## config.mk

```make
export PLATFORM = sky130hd
export DESIGN_NAME = fdiv_top
export DESIGN_NICKNAME = d
export VERILOG_FILES = /design/src/rtl/fdiv_pkg.sv /design/src/rtl/fdiv_modctl.sv /design/src/rtl/fdiv_prescaler.sv /design/src/rtl/fdiv_shaper.sv /design/src/rtl/fdiv_top.sv
export SDC_FILE = /design/constraint.sdc
export NUM_CORES = 1
export LEC_CHECK = 0
export BUFFER_PORTS_ARGS = -buffer_cell sky130_fd_sc_hd__buf_4
export CORE_ASPECT_RATIO = 0.8
export CORE_MARGIN = 8
export CORE_UTILIZATION = 55
export CTS_CLUSTER_SIZE = 24
export DETAILED_ROUTE_END_ITERATION = 8
export MAX_ROUTING_LAYER = met4
export PLACE_DENSITY = 0.76
export SLEW_MARGIN = 30
export SYNTH_ARGS = -nofsm -noshare
export SYNTH_HDL_FRONTEND = slang
export SYNTH_HIERARCHICAL = 1
export SYNTH_SLANG_ARGS = --single-unit
```

## constraint.sdc

```tcl
create_clock -name clk_i -period 8.4 [get_ports clk_i]
set_input_delay 1.26 -clock clk_i [delete_from_list [all_inputs] [get_ports clk_i]]
set_output_delay 1.26 -clock clk_i [all_outputs]
set_load 0.05 [all_outputs]
```

## src/rtl/fdiv_pkg.sv

```systemverilog
`timescale 1ns/1ps
package fdiv_pkg;

  // Modulus chosen for the current output cycle
  typedef enum logic {
    MOD_SHORT = 1'b0,
    MOD_LONG  = 1'b1
  } mod_sel_e;

  localparam int unsigned DEF_SHORT_DIV      = 50;
  localparam int unsigned DEF_HIGH_TIME      = 25;
  localparam int unsigned DEF_FRAME_CYC      = 193;
  localparam int unsigned DEF_LONG_PER_FRAME = 70;

endpackage

```

## src/rtl/fdiv_modctl.sv

```systemverilog
`timescale 1ns/1ps
// Modulus controller: error accumulator plus frame position, both advanced
// once per output cycle through adv_i.
module fdiv_modctl
  import fdiv_pkg::*;
#(
  parameter int unsigned FRAME_CYC      = DEF_FRAME_CYC,
  parameter int unsigned LONG_PER_FRAME = DEF_LONG_PER_FRAME
) (
  input  logic     clk_i,
  input  logic     rst_ni,
  input  logic     adv_i,
  output mod_sel_e sel_o,
  output logic     frame_head_o
);

  localparam int unsigned ACC_W = $clog2(FRAME_CYC + LONG_PER_FRAME);
  localparam int unsigned IDX_W = (FRAME_CYC > 1) ? $clog2(FRAME_CYC) : 1;

  logic [ACC_W-1:0] acc_q, acc_d, acc_sum;
  logic [IDX_W-1:0] idx_q, idx_d;
  logic             take_long;

  always_comb begin
    acc_sum   = acc_q + ACC_W'(LONG_PER_FRAME);
    take_long = (acc_sum >= ACC_W'(FRAME_CYC));
    acc_d     = acc_q;
    idx_d     = idx_q;
    if (adv_i) begin
      acc_d = take_long ? (acc_sum - ACC_W'(FRAME_CYC)) : acc_sum;
      idx_d = (idx_q == IDX_W'(FRAME_CYC - 1)) ? '0 : (idx_q + IDX_W'(1));
    end
  end

  always_ff @(posedge clk_i or negedge rst_ni) begin
    if (!rst_ni) begin
      acc_q <= '0;
      idx_q <= '0;
    end else begin
      acc_q <= acc_d;
      idx_q <= idx_d;
    end
  end

  assign sel_o        = take_long ? MOD_LONG : MOD_SHORT;
  assign frame_head_o = (idx_q == '0);

endmodule

```

## src/rtl/fdiv_prescaler.sv

```systemverilog
`timescale 1ns/1ps
// Dual-modulus counter: counts SHORT_DIV or SHORT_DIV+1 clocks per cycle.
module fdiv_prescaler
  import fdiv_pkg::*;
#(
  parameter  int unsigned SHORT_DIV = DEF_SHORT_DIV,
  localparam int unsigned CNT_W     = $clog2(SHORT_DIV + 1)
) (
  input  logic             clk_i,
  input  logic             rst_ni,
  input  logic             en_i,
  input  mod_sel_e         sel_i,
  output logic [CNT_W-1:0] cnt_o,
  output logic             wrap_o
);

  logic [CNT_W-1:0] cnt_q, cnt_d, last_cnt;

  always_comb begin
    last_cnt = (sel_i == MOD_LONG) ? CNT_W'(SHORT_DIV) : CNT_W'(SHORT_DIV - 1);
    wrap_o   = en_i && (cnt_q == last_cnt);
    if (!en_i)       cnt_d = cnt_q;
    else if (wrap_o) cnt_d = '0;
    else             cnt_d = cnt_q + CNT_W'(1);
  end

  always_ff @(posedge clk_i or negedge rst_ni) begin
    if (!rst_ni) cnt_q <= '0;
    else         cnt_q <= cnt_d;
  end

  assign cnt_o = cnt_q;

endmodule

```

## src/rtl/fdiv_shaper.sv

```systemverilog
`timescale 1ns/1ps
// Output decode: duty-cycle shaping and strobes from registered state.
module fdiv_shaper
  import fdiv_pkg::*;
#(
  parameter int unsigned HIGH_TIME = DEF_HIGH_TIME,
  parameter int unsigned CNT_W     = 6
) (
  input  logic             run_i,
  input  logic [CNT_W-1:0] cnt_i,
  input  logic             frame_head_i,
  input  mod_sel_e         sel_i,
  output logic             div_o,
  output logic             cyc_start_o,
  output logic             frame_start_o,
  output logic             long_o
);

  logic cycle_head;

  always_comb begin
    cycle_head    = run_i && (cnt_i == '0);
    div_o         = run_i && (cnt_i < CNT_W'(HIGH_TIME));
    cyc_start_o   = cycle_head;
    frame_start_o = cycle_head && frame_head_i;
    long_o        = run_i && (sel_i == MOD_LONG);
  end

endmodule

```

## src/rtl/fdiv_top.sv

```systemverilog
`timescale 1ns/1ps
module fdiv_top
  import fdiv_pkg::*;
#(
  parameter int unsigned SHORT_DIV      = DEF_SHORT_DIV,
  parameter int unsigned HIGH_TIME      = DEF_HIGH_TIME,
  parameter int unsigned FRAME_CYC      = DEF_FRAME_CYC,
  parameter int unsigned LONG_PER_FRAME = DEF_LONG_PER_FRAME
) (
  input  logic clk_i,
  input  logic rst_ni,
  output logic div_o,
  output logic cyc_start_o,
  output logic frame_start_o,
  output logic long_cycle_o
);

  localparam int unsigned CNT_W = $clog2(SHORT_DIV + 1);

  logic             run_q, run_d;
  logic             wrap;
  logic             frame_head;
  logic [CNT_W-1:0] cnt;
  mod_sel_e         sel;

  // Counting starts on the first edge after reset release
  always_comb run_d = 1'b1;

  always_ff @(posedge clk_i or negedge rst_ni) begin
    if (!rst_ni) run_q <= 1'b0;
    else         run_q <= run_d;
  end

  fdiv_modctl #(
    .FRAME_CYC     (FRAME_CYC),
    .LONG_PER_FRAME(LONG_PER_FRAME)
  ) u_modctl (
    .clk_i       (clk_i),
    .rst_ni      (rst_ni),
    .adv_i       (wrap),
    .sel_o       (sel),
    .frame_head_o(frame_head)
  );

  fdiv_prescaler #(
    .SHORT_DIV(SHORT_DIV)
  ) u_prescaler (
    .clk_i (clk_i),
    .rst_ni(rst_ni),
    .en_i  (run_q),
    .sel_i (sel),
    .cnt_o (cnt),
    .wrap_o(wrap)
  );

  fdiv_shaper #(
    .HIGH_TIME(HIGH_TIME),
    .CNT_W    (CNT_W)
  ) u_shaper (
    .run_i        (run_q),
    .cnt_i        (cnt),
    .frame_head_i (frame_head),
    .sel_i        (sel),
    .div_o        (div_o),
    .cyc_start_o  (cyc_start_o),
    .frame_start_o(frame_start_o),
    .long_o       (long_cycle_o)
  );

endmodule

```

# Word-level counts from Yosys, hierarchy flattened
# Cells that the tools add are included.
# totals
register_bits,24
inputBits,2
output_inout_bits,4
wordCells,24
# classes
add_sub_neg,4
magnitude_cmp,2
eq_ne,2
n_mux,5
reduce_logical,7
# ops
cell,count
9-bit by 7-bit adder with 9-bit output (second input constant),1
9-bit by 8-bit greater-or-equal comparator with 1-bit output (second input constant),1
9-bit two-way mux,1
9-bit by 8-bit subtractor with 9-bit output (second input constant),1
8-bit by 1-bit adder with 8-bit output (second input constant),1
8-bit equality test (second input constant),1
8-bit zero test,1
8-bit two-way mux,1
6-bit by 1-bit adder with 6-bit output (second input constant),1
6-bit equality test,1
6-bit zero test,1
6-bit by 5-bit less-than comparator with 1-bit output (second input constant),1
6-bit two-way mux,1
1-bit logical AND,5
2-bit two-way mux,1
1-bit two-way mux,1

# Depth between registers and ports, before layout
# Gate-level depths: netlist of the first run.
# logic_depth
word_depth,7
depth_mapped,18
mapped_depth_nobuf,14

# By module
# The synthesis of the first run kept the hierarchy.
# by_module_without_submodules
module,n_inst,cells_per_inst,area_each_um2,seq_area_each_um2
fdiv_modctl,1,158,1361.3,425.4
fdiv_prescaler,1,31,325.3,150.1
fdiv_shaper,1,8,73.8,0.0
fdiv_top,1,2,28.8,25.0

# Worst setup path after synthesis of the first run
# Ideal clock, no wire load.
# synth_timing
kind,reg-to-reg
start,reg u_modctl.acc_q[1]
end,reg u_modctl.idx_q[7]
setup_ns,0.129
t_arrival_ns,3.529
required_ns,8.271
setup_slack_ns,4.742
stages_incl_launch_ff,18
path_buffers,3
synth_period_minus_slack_ns,3.658
cell_sequence,dfrtp_1 -> buf_6 -> inv_1 -> ha_1 -> buf_2 -> nor4b_2 -> o211ai_1 -> nand2_1 -> o21ai_2 -> or3b_1 -> a2111oi_4 -> clkbuf_1 -> nand4_1 -> nor2_1 -> and2_1 -> a21oi_1 -> o21ai_0 -> o21ai_0
# synth_between
elab_chain_cells,6
# synth_rtl
element,line,rtl
start: declaration,fdiv_modctl.sv:20,"logic [ACC_W-1:0] acc_q, acc_d, acc_sum;"
start signal: assignment,fdiv_modctl.sv:37,acc_q <= '0;
start signal: assignment,fdiv_modctl.sv:40,acc_q <= acc_d;
9-bit by 7-bit adder with 9-bit output,fdiv_modctl.sv:25,acc_sum = acc_q + ACC_W'(LONG_PER_FRAME);
9-bit by 8-bit greater-or-equal comparator with 1-bit output,fdiv_modctl.sv:26,take_long = (acc_sum >= ACC_W'(FRAME_CYC));
1-bit two-way mux,fdiv_modctl.sv:45,assign sel_o = take_long ? MOD_LONG : MOD_SHORT;
net sel,fdiv_top.sv:24,mod_sel_e sel;
2-bit two-way mux,fdiv_prescaler.sv:20,last_cnt = (sel_i == MOD_LONG) ? CNT_W'(SHORT_DIV) : CNT_W'(SHORT_DIV - 1);
6-bit equality test,fdiv_prescaler.sv:21,wrap_o = en_i && (cnt_q == last_cnt);
1-bit logical AND,fdiv_prescaler.sv:21,
net wrap,fdiv_top.sv:21,logic wrap;
end signal: assignment,fdiv_modctl.sv:41,idx_q <= idx_d;
end: declaration,fdiv_modctl.sv:21,"logic [IDX_W-1:0] idx_q, idx_d;"
# The timed path passes the listed nets, and every way through them passes these cells.
# A chain may end at the register's enable or synchronous reset.

# Worst setup path in the final report of the first run
# Same ends and word-level chain as after synthesis.

==> results of run 1 <==
cells in the final DEF (no fill, tap or decap), drive strengths merged, types with 4 or more instances in the layout:
cell / instances
dfrtp: 24
nand2: 16
inv: 14
o21ai: 14
nor2: 11
nand3: 10
xnor2: 10
ha: 8
nand4: 7
buf: 6
a21oi: 6
nand2b: 6
xor2: 4
and2: 4
or3: 4
cell type report:
| cell class | instances | area [um2] | share of cell area (%) |
|---|---|---|---|
| multi-input combinational | 152 | 1077 | 57.71 |
| sequential | 24 | 600.6 | 32.17 |
| inverter | 14 | 52.55 | 2.815 |
| tap | 40 | 50.05 | 2.681 |
| timing repair buffer | 6 | 45.04 | 2.413 |
| clock buffer | 3 | 41.29 | 2.212 |
where the power goes:
part	switching (mW)	internal (mW)
clock	0.0334	0.0320
combinational	0.0558	0.0376
sequential	0.0270	0.129
worst max-delay path by stage:
stage                                         end  slack (ns)                     startpoint  cells past startpoint
detailed placement  u_modctl/idx_q[7]$_DFFE_PN0P_        4.13  u_modctl/acc_q[1]$_DFFE_PN0P_                     15
floorplan           u_modctl/idx_q[7]$_DFFE_PN0P_        4.74  u_modctl/acc_q[1]$_DFFE_PN0P_                     17
global route        u_modctl/idx_q[7]$_DFFE_PN0P_        3.68  u_modctl/acc_q[1]$_DFFE_PN0P_                     15
global placement    u_modctl/idx_q[7]$_DFFE_PN0P_        4.26  u_modctl/acc_q[1]$_DFFE_PN0P_                     15
CTS                 u_modctl/idx_q[7]$_DFFE_PN0P_        4.10  u_modctl/acc_q[1]$_DFFE_PN0P_                     15
finish              u_modctl/idx_q[7]$_DFFE_PN0P_        4.01  u_modctl/acc_q[1]$_DFFE_PN0P_                     15
sequential cells by signal, summed over array words and instances (netlist names):
| register | flops |
|---|---|
| u_modctl/idx_q | 8 |
| run_q | 1 |
| u_modctl/acc_q | 9 |
| u_prescaler/cnt_o | 6 |
worst max-delay path: stages (launching register included):
cell and delay [ns]:
dfrtp_1 0.59, inv_1 0.10, ha_1 0.33, nor4b_2 0.42
o211ai_1 0.16, nand2_1 0.18, o21ai_2 0.14, or3b_1 0.45
a2111oi_4 0.72, buf_4 0.32, nand4_1 0.17, nor2_1 0.19
and2_1 0.16, a21oi_1 0.04, o21ai_0 0.16, o21ai_0 0.11
per-layer routing:
metal  up-vias  GRT usage (%)  wire, um  share of wire [%]
met5         -              -         0                  0
met3         6          3.360       174                4.3
met4         0          3.620        46                1.1
met2        41          23.96      1809                 45
li1        711              -         -                  -
met1       692          22.54      1999                 50
cells by family (layout without fill, tap and decap cells):
| family | after synthesis | in the layout |
|---|---|---|
| AO/OA/AOI/OAI | 49 | 49 |
| XOR/XNOR | 14 | 14 |
| AND/OR/NAND/NOR | 77 | 77 |
| flip-flops | 24 | 24 |
| adder cells (fa/ha/maj) | 8 | 8 |
| other | 1 | 1 |
| multiplexers | 3 | 3 |
| buffers and inverters | 23 | 23 |
==> results.md, run 1 <==
- Status: finished clean
- Die height: 67.02 um
- Post-CTS resize count: 0
- Final Setup Violations: 0
- Hold path depth: 1
- Ys Warns: 6
- Mux contribution to synthesized area: 1.748%
- Fin cells: 239
- Synthesized instance count: 199
- Total GRT Usage: 16.35%
- Wire length per cell: 16.86 um
- Adder and majority gate portion of the synthesized area: 5.594%
- Placed inst area: 0.001826 mm2
- Worst r2r dst: u_modctl/idx_q[7]$_DFFE_PN0P_
- Post-Syn Area: 0.001789 mm2
- TritonCTS clock tree: done
- Overall Power: 314.9 uW
- Max-slew violations: 0
- Avg Vias per Cell: 6.067
- Hold path start: u_modctl/idx_q[5]$_DFFE_PN0P_
- Synthesized net count: 209
- Hpwl dp: 2974 um
- Synth cell count leaders: 24 x dfrtp_1, 16 x nand2_1, 14 x inv_1, 12 x o21ai_0
- Dpl ws: 4.130 ns
- Diodes inserted: 0
- Peak supply drop: 117.8 uV
- Starting Density: 57.57%
- Count leader, synth: dfrtp_1
- Fmax: 227.5 MHz
- Vias: 1,450
- Syn avg cell area: 8.991 um2
- Min-delay worst type: flop to flop
- Post-synth EDFFs: 0
- # fillers: 267
- Critical path launch point type: flop
- Yosys top cell by area: dfrtp_1
- Synth area leaders: dfrtp_1 34%, ha_1 5.6%, xnor2_1 4.9%
- Antenna-violating nets left: 0
- Largest family of logic cells by synthesized area: simple AND/OR/NAND/NOR gates
- Total grt overflow: 0
- Period utilization: 52.32%
- Fin Clk Skew: 0.007286 ns
- P&R area growth vs syn: 4.336%
- Synth Area in XOR/XNOR: 6.853%
- Top FF cell, synth: dfrtp_1
- Detailed Routing Iterations Pass 1: 4
- Vias in the first global route: 1,389
- Worst slew margin: 52.76%
- Register-to-Register Setup Slack: 4.01 ns
- Crit end category: flop
- Critical R2R Launch: u_modctl/acc_q[1]$_DFFE_PN0P_
- Clock buffer depth: 2
- CORE AREA: 0.003108 mm2
- Worst Path Required: 8.53 ns
- Synth Area in Compound Gates: 20.42%
- Power Density: 168.7 mW/mm2
- Setup TNS: 0 ns
- Distinct cells, synth: 57
- Antenna violations before repair: 0
- Io pins: 6
- R2R cell count: 15
- CTS clk-pin slew, worst paths: 0.08 ns
- Die X: 79.77 um
- Simple-gate share of the synthesized area: 25.38%
- Drt total wl: 4029 um
- Yosys reg bits: 24
- RSZ-0062 raised after global routing: false
- # port buffers: 5
- Pin count of the biggest net entering global routing: 25
- Row count: 18
- First-pass GRT wire length: 6748 um
- Post-CTS setup buffers: 0
- DR DRC count: 0
- Final core utilization: 60.06%
- Post-synth top area share: 33.57%
- Crit Path Category: flop to flop
- # nets final: 211
- Worst slew pin tran: 0.7086 ns
- Final Hold Fails: 0
- Number of CTS-inserted buffers: 3
- LEAKAGE: 0.7712 nW
- Placed insts: 236
- CP Max Fanout: 15
- Register area share after synthesis: 33.57%
- Share of post-route cells with drive strength above 1: 11.06%
- Max-Cap Viols: 0
- H-tree levels: 1
- 1st-iter DRT viols: 110
- CTS root buf: clkbuf_8
- Finished Cell Area: 0.001867 mm2
- Worst skew pair latency: 0.26 ns
- CTS Hold Bufs: 0
- Final Wtd Congestion: 0.9528
- Hold Path End: u_modctl/idx_q[5]$_DFFE_PN0P_
- Final WS setup: 4.005 ns
- Asr flop ratio synth: 100.0%
- Clock Sink Count: 24
- Min Tclk post-route: 4.395 ns
- Hold slack: 0.5305 ns
- WP data arrival: 4.53 ns
- Die ar.: 0.005346 mm2
Note: power is estimated with default switching activity, not from simulation.
==> inputs of run 2 (changes only) <==
Settings changed: ABC_AREA set to 1.
Clock period 8.4 ns to 4.35 ns, I/O delays scaled along.
==> results.md, run 2 <==
- CORE AREA: 0.003108 mm2 (unchanged)
- Period utilization: 73.80% (+21 points)
- H-tree levels: 1 (unchanged)
- Crit end category: flop
- Drt total wl: 3397 um (-16%)
- Synthesized net count: 269 (+29%)
- Ys Warns: 6 (unchanged)
- Antenna-violating nets left: 0 (unchanged)
- Wire length per cell: 11.10 um (-34%)
- Commonest cells after routing, fill and taps aside: 82 x nand2_1, 39 x inv_1, 29 x nand3_1
- Vias: 1,501 (+3.5%)
- Die height: 67.12 um (+0.16%)
- Number of CTS-inserted buffers: 3 (unchanged)
- Largest family of logic cells by synthesized area: simple AND/OR/NAND/NOR gates
- Fin Clk Skew: 0.004524 ns (-0.002763 ns)
- Slowest cell on the critical path: dfrtp_1
- Power Density: 387.8 mW/mm2 (+130%)
- Footprint of the multi-input gates: 0.001015 mm2 (-5.8%)
- Yosys reg bits: 24 (unchanged)
- CTS Hold Bufs: 0 (unchanged)
- Share of post-route cells with drive strength above 1: 15.41% (+4.4 points)
- Vias in the first global route: 1,371 (-1.3%)
- # port buffers: 5 (unchanged)
- Pin count of the biggest net entering global routing: 25 (unchanged)
- Io pins: 6 (unchanged)
- Fin cells: 306 (+28%)
- Final Wtd Congestion: 0.9228 (-3.1%)
- Simple-gate share of the synthesized area: 42.90% (+18 points)
- Yosys top cell by area: dfrtp_1
- RSZ-0062 raised after global routing: false
- Die X: 79.90 um (+0.16%)
- Final Hold Fails: 0 (unchanged)
- Register area share after synthesis: 33.43% (-0.14 points)
- Hpwl dp: 2599 um (-13%)
- Post-synth EDFFs: 0 (unchanged)
- CP max stage delay: 0.53 ns (-0.19 ns)
- LEAKAGE: 1.113 nW (+44%)
- Commonest non-fill, non-tap cell in the layout: nand2_1
- CP Cell Sequence: inv_1 > ha_1 > inv_1 > nand2_1 > a21oi_1 > nand4_2 > nand2_4 > nand2_8 > inv_1 > nand3_1 > nand2_2 > nand2_4 > inv_2 > inv_2 > nor3_2 > nand3_1 > nor2_1 > a21oi_1 > nor3_1
- Post-CTS setup buffers: 0 (unchanged)
- # nets final: 277 (+31%)
- Worst skew pair latency: 0.27 ns (about the same)
- CP Max Fanout: 17 (+2)
- Synthesized instance count: 259 (+30%)
- Synth Area in Compound Gates: 2.994% (-17 points)
- Min Tclk post-route: 3.210 ns (-1.184 ns)
- Status: finished clean
- Final Setup Violations: 0 (unchanged)
- Worst Path Required: 4.54 ns (-3.99 ns)
- Adder and majority gate portion of the synthesized area: 5.571% (-0.023 points)
- Die ar.: 0.005363 mm2 (+0.32%)
- Clock buffer depth: 2 (unchanged)
- Synth area leaders: dfrtp_1 33%, nand2_1 17%, inv_1 8.1%
- Avg Vias per Cell: 4.905 (-19%)
- Crit Path Category: flop to flop
- WP data arrival: 3.40 ns (-1.13 ns)
- # fillers: 284 (+6.4%)
- Largest register FFs: 9 (unchanged)
- P&R area growth vs syn: 8.147%
- Critical path launch point type: flop
- Crit path top cell by count: inv_1
- Max-slew violations: 0 (unchanged)
- Asr flop ratio synth: 100.0% (unchanged)
- Synth Area in XOR/XNOR: 4.805% (-2.0 points)
- Setup TNS: 0 ns (unchanged)
- CTS root buf: clkbuf_8
- Diodes inserted: 0 (unchanged)
- TritonCTS clock tree: done
- Reg with most FFs: u_modctl/acc_q
- Max-Cap Viols: 0 (unchanged)
- First-pass GRT wire length: 6189 um (-8.3%)
- Clock Sink Count: 24 (unchanged)
- Detailed Routing Iterations Pass 1: 4 (unchanged)
- Count leader, synth: nand2_1
- Syn avg cell area: 6.937 um2 (-23%)
- Met2 WL: 1423 um (-21%)
- Min-delay worst type: input port to async pin
- Synth cell count leaders: 82 x nand2_1, 39 x inv_1, 29 x nand3_1, 24 x dfrtp_1, 16 x nor2_1
- Placed insts: 302 (+28%)
- Row count: 18 (unchanged)
- Delay-heaviest family, CP: simple AND/OR/NAND/NOR gates
- WP buf/inv: 5 (+3)
- Starting Density: 57.81% (+0.24 points)
- Metal-1 WL: 1842 um (-7.9%)
- Top FF cell, synth: dfrtp_1
- Post-Syn Area: 0.001797 mm2 (+0.42%)
- Storage cell area: 600.6 um2 (unchanged)
- Total GRT Usage: 15.01% (-1.3 points)
- Post-synth top area share: 33.43% (-0.14 points)
- CTS clk-pin slew, worst paths: 0.09 ns (about the same)
- Post-CTS resize count: 0 (unchanged)
- Distinct cells, synth: 28 (-51%)
- DR top layer: met4
- Mux contribution to synthesized area: 0% (-1.7 points)
- 1st-iter DRT viols: 90 (-18%)
- Peak supply drop: 237.9 uV (+100%)
- DR DRC count: 0 (unchanged)
- Met3 wire length: 102 um (-41%)
- Antenna violations before repair: 0 (unchanged)
- Fmax: 311.5 MHz (+37%)
- Total grt overflow: 0 (unchanged)
[run 2: cell count changes in the layout (fill, tap and decap cells not counted), moves of 8 or more]
cell and change:
nand2_1 +66, inv_1 +25, nand3_1 +19, nand2_2 +12
o21ai_0 -8, xnor2_1 -8
[run 2: where the power goes]
part | switching (mW) | leakage, nW | internal [mW] | total (mW)
logic | 0.167 | 0.755 | 0.0923 | 0.259
registers | 0.0465 | 0.323 | 0.252 | 0.298
clock network | 0.0730 | 0.0357 | 0.123 | 0.196
[run 2: cell type report]
class                      instances  share of cell area [%]
clock buffer                       3                   2.125
timing repair buffer               5                   1.932
tap                               40                   2.576
multi-input combinational        188                   52.22
clock inverter                     1                   1.545
sequential                        24                   30.91
inverter                          45                   8.693
[run 2: worst paths after layout]
check | from | end | slack [ns] | cells past startpoint
setup / recovery | u_modctl/acc_q[1]$_DFFE_PN0P_ | u_modctl/idx_q[7]$_DFFE_PN0P_ | 1.14 | 19
hold / removal | rst_ni | u_prescaler/cnt_o[3]$_DFFE_PN0P_ | 0.26 | 1
setup reg to reg | u_modctl/acc_q[1]$_DFFE_PN0P_ | u_modctl/idx_q[7]$_DFFE_PN0P_ | 1.14 | 19
hold reg to reg | u_modctl/acc_q[8]$_DFFE_PN0P_ | u_modctl/acc_q[8]$_DFFE_PN0P_ | 0.53 | 2
max in group asynchronous | rst_ni | u_modctl/idx_q[7]$_DFFE_PN0P_ | 3.85 | 1
min in group clk_i | u_modctl/acc_q[8]$_DFFE_PN0P_ | u_modctl/acc_q[8]$_DFFE_PN0P_ | 0.53 | 2
[run 2: kinds of logic (layout without fill, tap and decap cells)]
kind of cell | Yosys count | count (layout)
flip-flops | 24 | 24
AND/OR/NAND/NOR | 160 | 160
buffers and inverters | 47 | 54
XOR/XNOR | 9 | 9
other | 1 | 1
AO/OA/AOI/OAI | 10 | 10
adder cells (fa/ha/maj) | 8 | 8
[run 2: routing by layer]
metal | vias up | GRT usage, %
met5 | - | -
met4 | 0 | 4.072
met3 | 2 | 3.360
met2 | 16 | 20.95
met1 | 675 | 21.05
li1 | 808 | -
[run 2: metrics by stage]
step	area [um2]	setup slack, ns	power [mW]	util (%)	hold slack, ns
2_1_floorplan	1797	1.626	0.5052	-	0.3569
3_3_place_gp	1872	1.370	0.5568	60.23	0.5157
3_5_place_dp	1872	1.218	0.5615	60.23	0.5135
4_1_cts	1943	1.164	0.7572	62.52	0.2731
5_1_grt	1943	0.7312	0.8107	62.52	0.2841
6_report	1943	1.140	0.7535	62.52	0.2593
[run 2: worst register-to-register path: stages, from the launching register on]
cell     delay (ns)
dfrtp_1        0.53
inv_1          0.11
ha_1           0.25
inv_1          0.08
nand2_1        0.07
a21oi_1        0.27
nand4_2        0.16
nand2_4        0.15
nand2_8        0.11
inv_1          0.08
nand3_1        0.08
nand2_2        0.09
nand2_4        0.06
inv_2          0.23
inv_2          0.16
nor3_2         0.22
nand3_1        0.16
nor2_1         0.12
a21oi_1        0.07
nor3_1         0.13
==> inputs of run 3 (changes only) <==
Clock period 4.35 ns to 3.3 ns, I/O delays scaled along.
==> results.md, run 3 (same netlist as run 2, synthesis figures left out) <==
- Io pins: 6 (unchanged)
- Total grt overflow: 0 (unchanged)
- Placed inst area: 0.001879 mm2 (+0.40%)
- Vias: 1,480 (-1.4%)
- Wire length per cell: 10.80 um (-2.7%)
- Clock buffer depth: 2 (unchanged)
- Reg with most FFs: u_modctl/acc_q
- Detailed Routing Iterations Pass 1: 4 (unchanged)
- Avg Vias per Cell: 4.837 (-1.4%)
- Diodes inserted: 0 (unchanged)
- WP data arrival: 2.95 ns (-0.45 ns)
- Pin count of the biggest net entering global routing: 25 (unchanged)
- Hold slack: 0.1061 ns (-0.1532 ns)
- # nets final: 278 (+0.36%)
- DR top layer: met4
- Min Tclk post-route: 2.783 ns (-0.4279 ns)
- RSZ-0062 raised after global routing: false
- Metal-1 WL: 1644 um (-11%)
- LEAKAGE: 1.103 nW (-0.93%)
- CTS clk-pin slew, worst paths: 0.09 ns (about the same)
- Drt total wl: 3304 um (-2.7%)
- 1st-iter DRT viols: 63 (-30%)
- Met2 WL: 1546 um (+8.6%)
- Clock Sink Count: 24 (unchanged)
- Placed insts: 303 (+0.33%)
- Finished Cell Area: 0.001922 mm2 (-1.1%)
- Die height: 67.12 um (unchanged)
- Commonest cells after routing, fill and taps aside: 82 x nand2_1, 39 x inv_1, 29 x nand3_1
- Antenna violations before repair: 0 (unchanged)
- Vias in the first global route: 1,419 (+3.5%)
- Worst Path Required: 3.47 ns (-1.07 ns)
- Fin cells: 306 (unchanged)
- Final Setup Violations: 0 (unchanged)
- Number of CTS-inserted buffers: 3 (unchanged)
- Crit Path Category: flop to flop
- H-tree levels: 1 (unchanged)
- TritonCTS clock tree: done
- Post-CTS resize count: 0 (unchanged)
- Post-CTS setup buffers: 0 (unchanged)
- Commonest non-fill, non-tap cell in the layout: nand2_1
- Final Hold Fails: 0 (unchanged)
- # fillers: 299 (+5.3%)
- Starting Density: 57.81% (unchanged)
- Setup TNS: 0 ns (unchanged)
- Power Density: 470.7 mW/mm2 (+21%)
- P&R area growth vs syn: 6.964%
- Register-to-Register Setup Slack: 0.52 ns (-0.62 ns)
- DR DRC count: 0 (unchanged)
- Footprint of the multi-input gates: 0.001015 mm2 (unchanged)
- Fin Clk Skew: 0.01317 ns (+0.008642 ns)
- Min-delay worst type: input port to async pin
- Storage cell area: 601.8 um2 (+0.21%)
- Period utilization: 84.32% (+11 points)
- Crit end category: flop
- Critical path launch point type: flop
- CTS root buf: clkbuf_8
- Met3 wire length: 95 um (-6.9%)
- Hpwl dp: 2561 um (-1.4%)
- Peak supply drop: 341.2 uV (+43%)
- # port buffers: 5 (unchanged)
- Worst skew pair latency: 0.26 ns (about the same)
- Die X: 79.90 um (unchanged)
- Fmax: 359.4 MHz (+15%)
- CTS Hold Bufs: 0 (unchanged)
- Largest register FFs: 9 (unchanged)
- CORE AREA: 0.003108 mm2 (unchanged)
- Final Wtd Congestion: 0.8430 (-8.6%)
- Row count: 18 (unchanged)
- Max-slew violations: 0 (unchanged)
- Max-Cap Viols: 0 (unchanged)
- Die ar.: 0.005363 mm2 (unchanged)
- Status: finished clean
- Share of post-route cells with drive strength above 1: 15.79% (+0.38 points)
- Antenna-violating nets left: 0 (unchanged)
- CP Max Fanout: 12 (-5)
- Total GRT Usage: 14.05% (-0.96 points)
- First-pass GRT wire length: 5968 um (-3.6%)
-- run 3: worst paths after layout --
check	start	endpoint	depth (start not counted)
max	u_modctl/acc_q[1]$_DFFE_PN0P_	u_modctl/idx_q[7]$_DFFE_PN0P_	19
min	rst_ni	u_prescaler/cnt_o[5]$_DFFE_PN0P_	1
max in group asynchronous	rst_ni	u_modctl/idx_q[6]$_DFFE_PN0P_	1
max reg2reg	u_modctl/acc_q[1]$_DFFE_PN0P_	u_modctl/idx_q[7]$_DFFE_PN0P_	19
min in group clk_i	u_modctl/acc_q[8]$_DFFE_PN0P_	u_modctl/acc_q[8]$_DFFE_PN0P_	2
min reg2reg	u_modctl/acc_q[8]$_DFFE_PN0P_	u_modctl/acc_q[8]$_DFFE_PN0P_	2
-- run 3: layer usage --
metal,vias up,GRT usage (%)
met5,-,-
li1,806,-
met1,656,17.47
met2,16,22.96
met3,2,3.495
met4,0,2.036
-- run 3: where the power goes --
part / leakage [nW] / switching, mW / internal, mW / total [mW]
registers: 0.321 / 0.0656 / 0.333 / 0.398
logic: 0.761 / 0.218 / 0.122 / 0.340
clock network: 0.0216 / 0.0853 / 0.0814 / 0.167
-- run 3: metrics by stage --
stage | setup WS [ns] | util [%] | total power [mW]
4_1_cts | 0.4265 | 61.80 | 0.9133
3_3_place_gp | 0.5385 | 60.47 | 0.7338
6_report | 0.5175 | 61.84 | 0.9046
3_5_place_dp | 0.4776 | 60.47 | 0.7443
5_1_grt | 0.05990 | 61.84 | 0.9836
2_1_floorplan | 0.5763 | - | 0.6660
-- run 3: critical path, stage by stage, from the launching register on --
cell and delay (ns):
dfrtp_2 0.45, inv_1 0.08, ha_1 0.24, inv_1 0.08
nand2_1 0.06, a21oi_1 0.24, nand4_2 0.16, nand2_4 0.15
nand2_8 0.11, inv_1 0.07, nand3_1 0.07, nand2_2 0.09
nand2_4 0.06, inv_2 0.06, inv_2 0.08, nor3_2 0.21
nand3_1 0.15, nor2_1 0.12, a21oi_1 0.07, nor3_1 0.12
-- run 3: final cells by class --
cell class                 count  area share (%)
timing repair buffer           6           2.344
tap                           40           2.604
inverter                      45           8.789
multi-input combinational    188           52.80
clock buffer                   3           2.148
sequential                    24           31.32
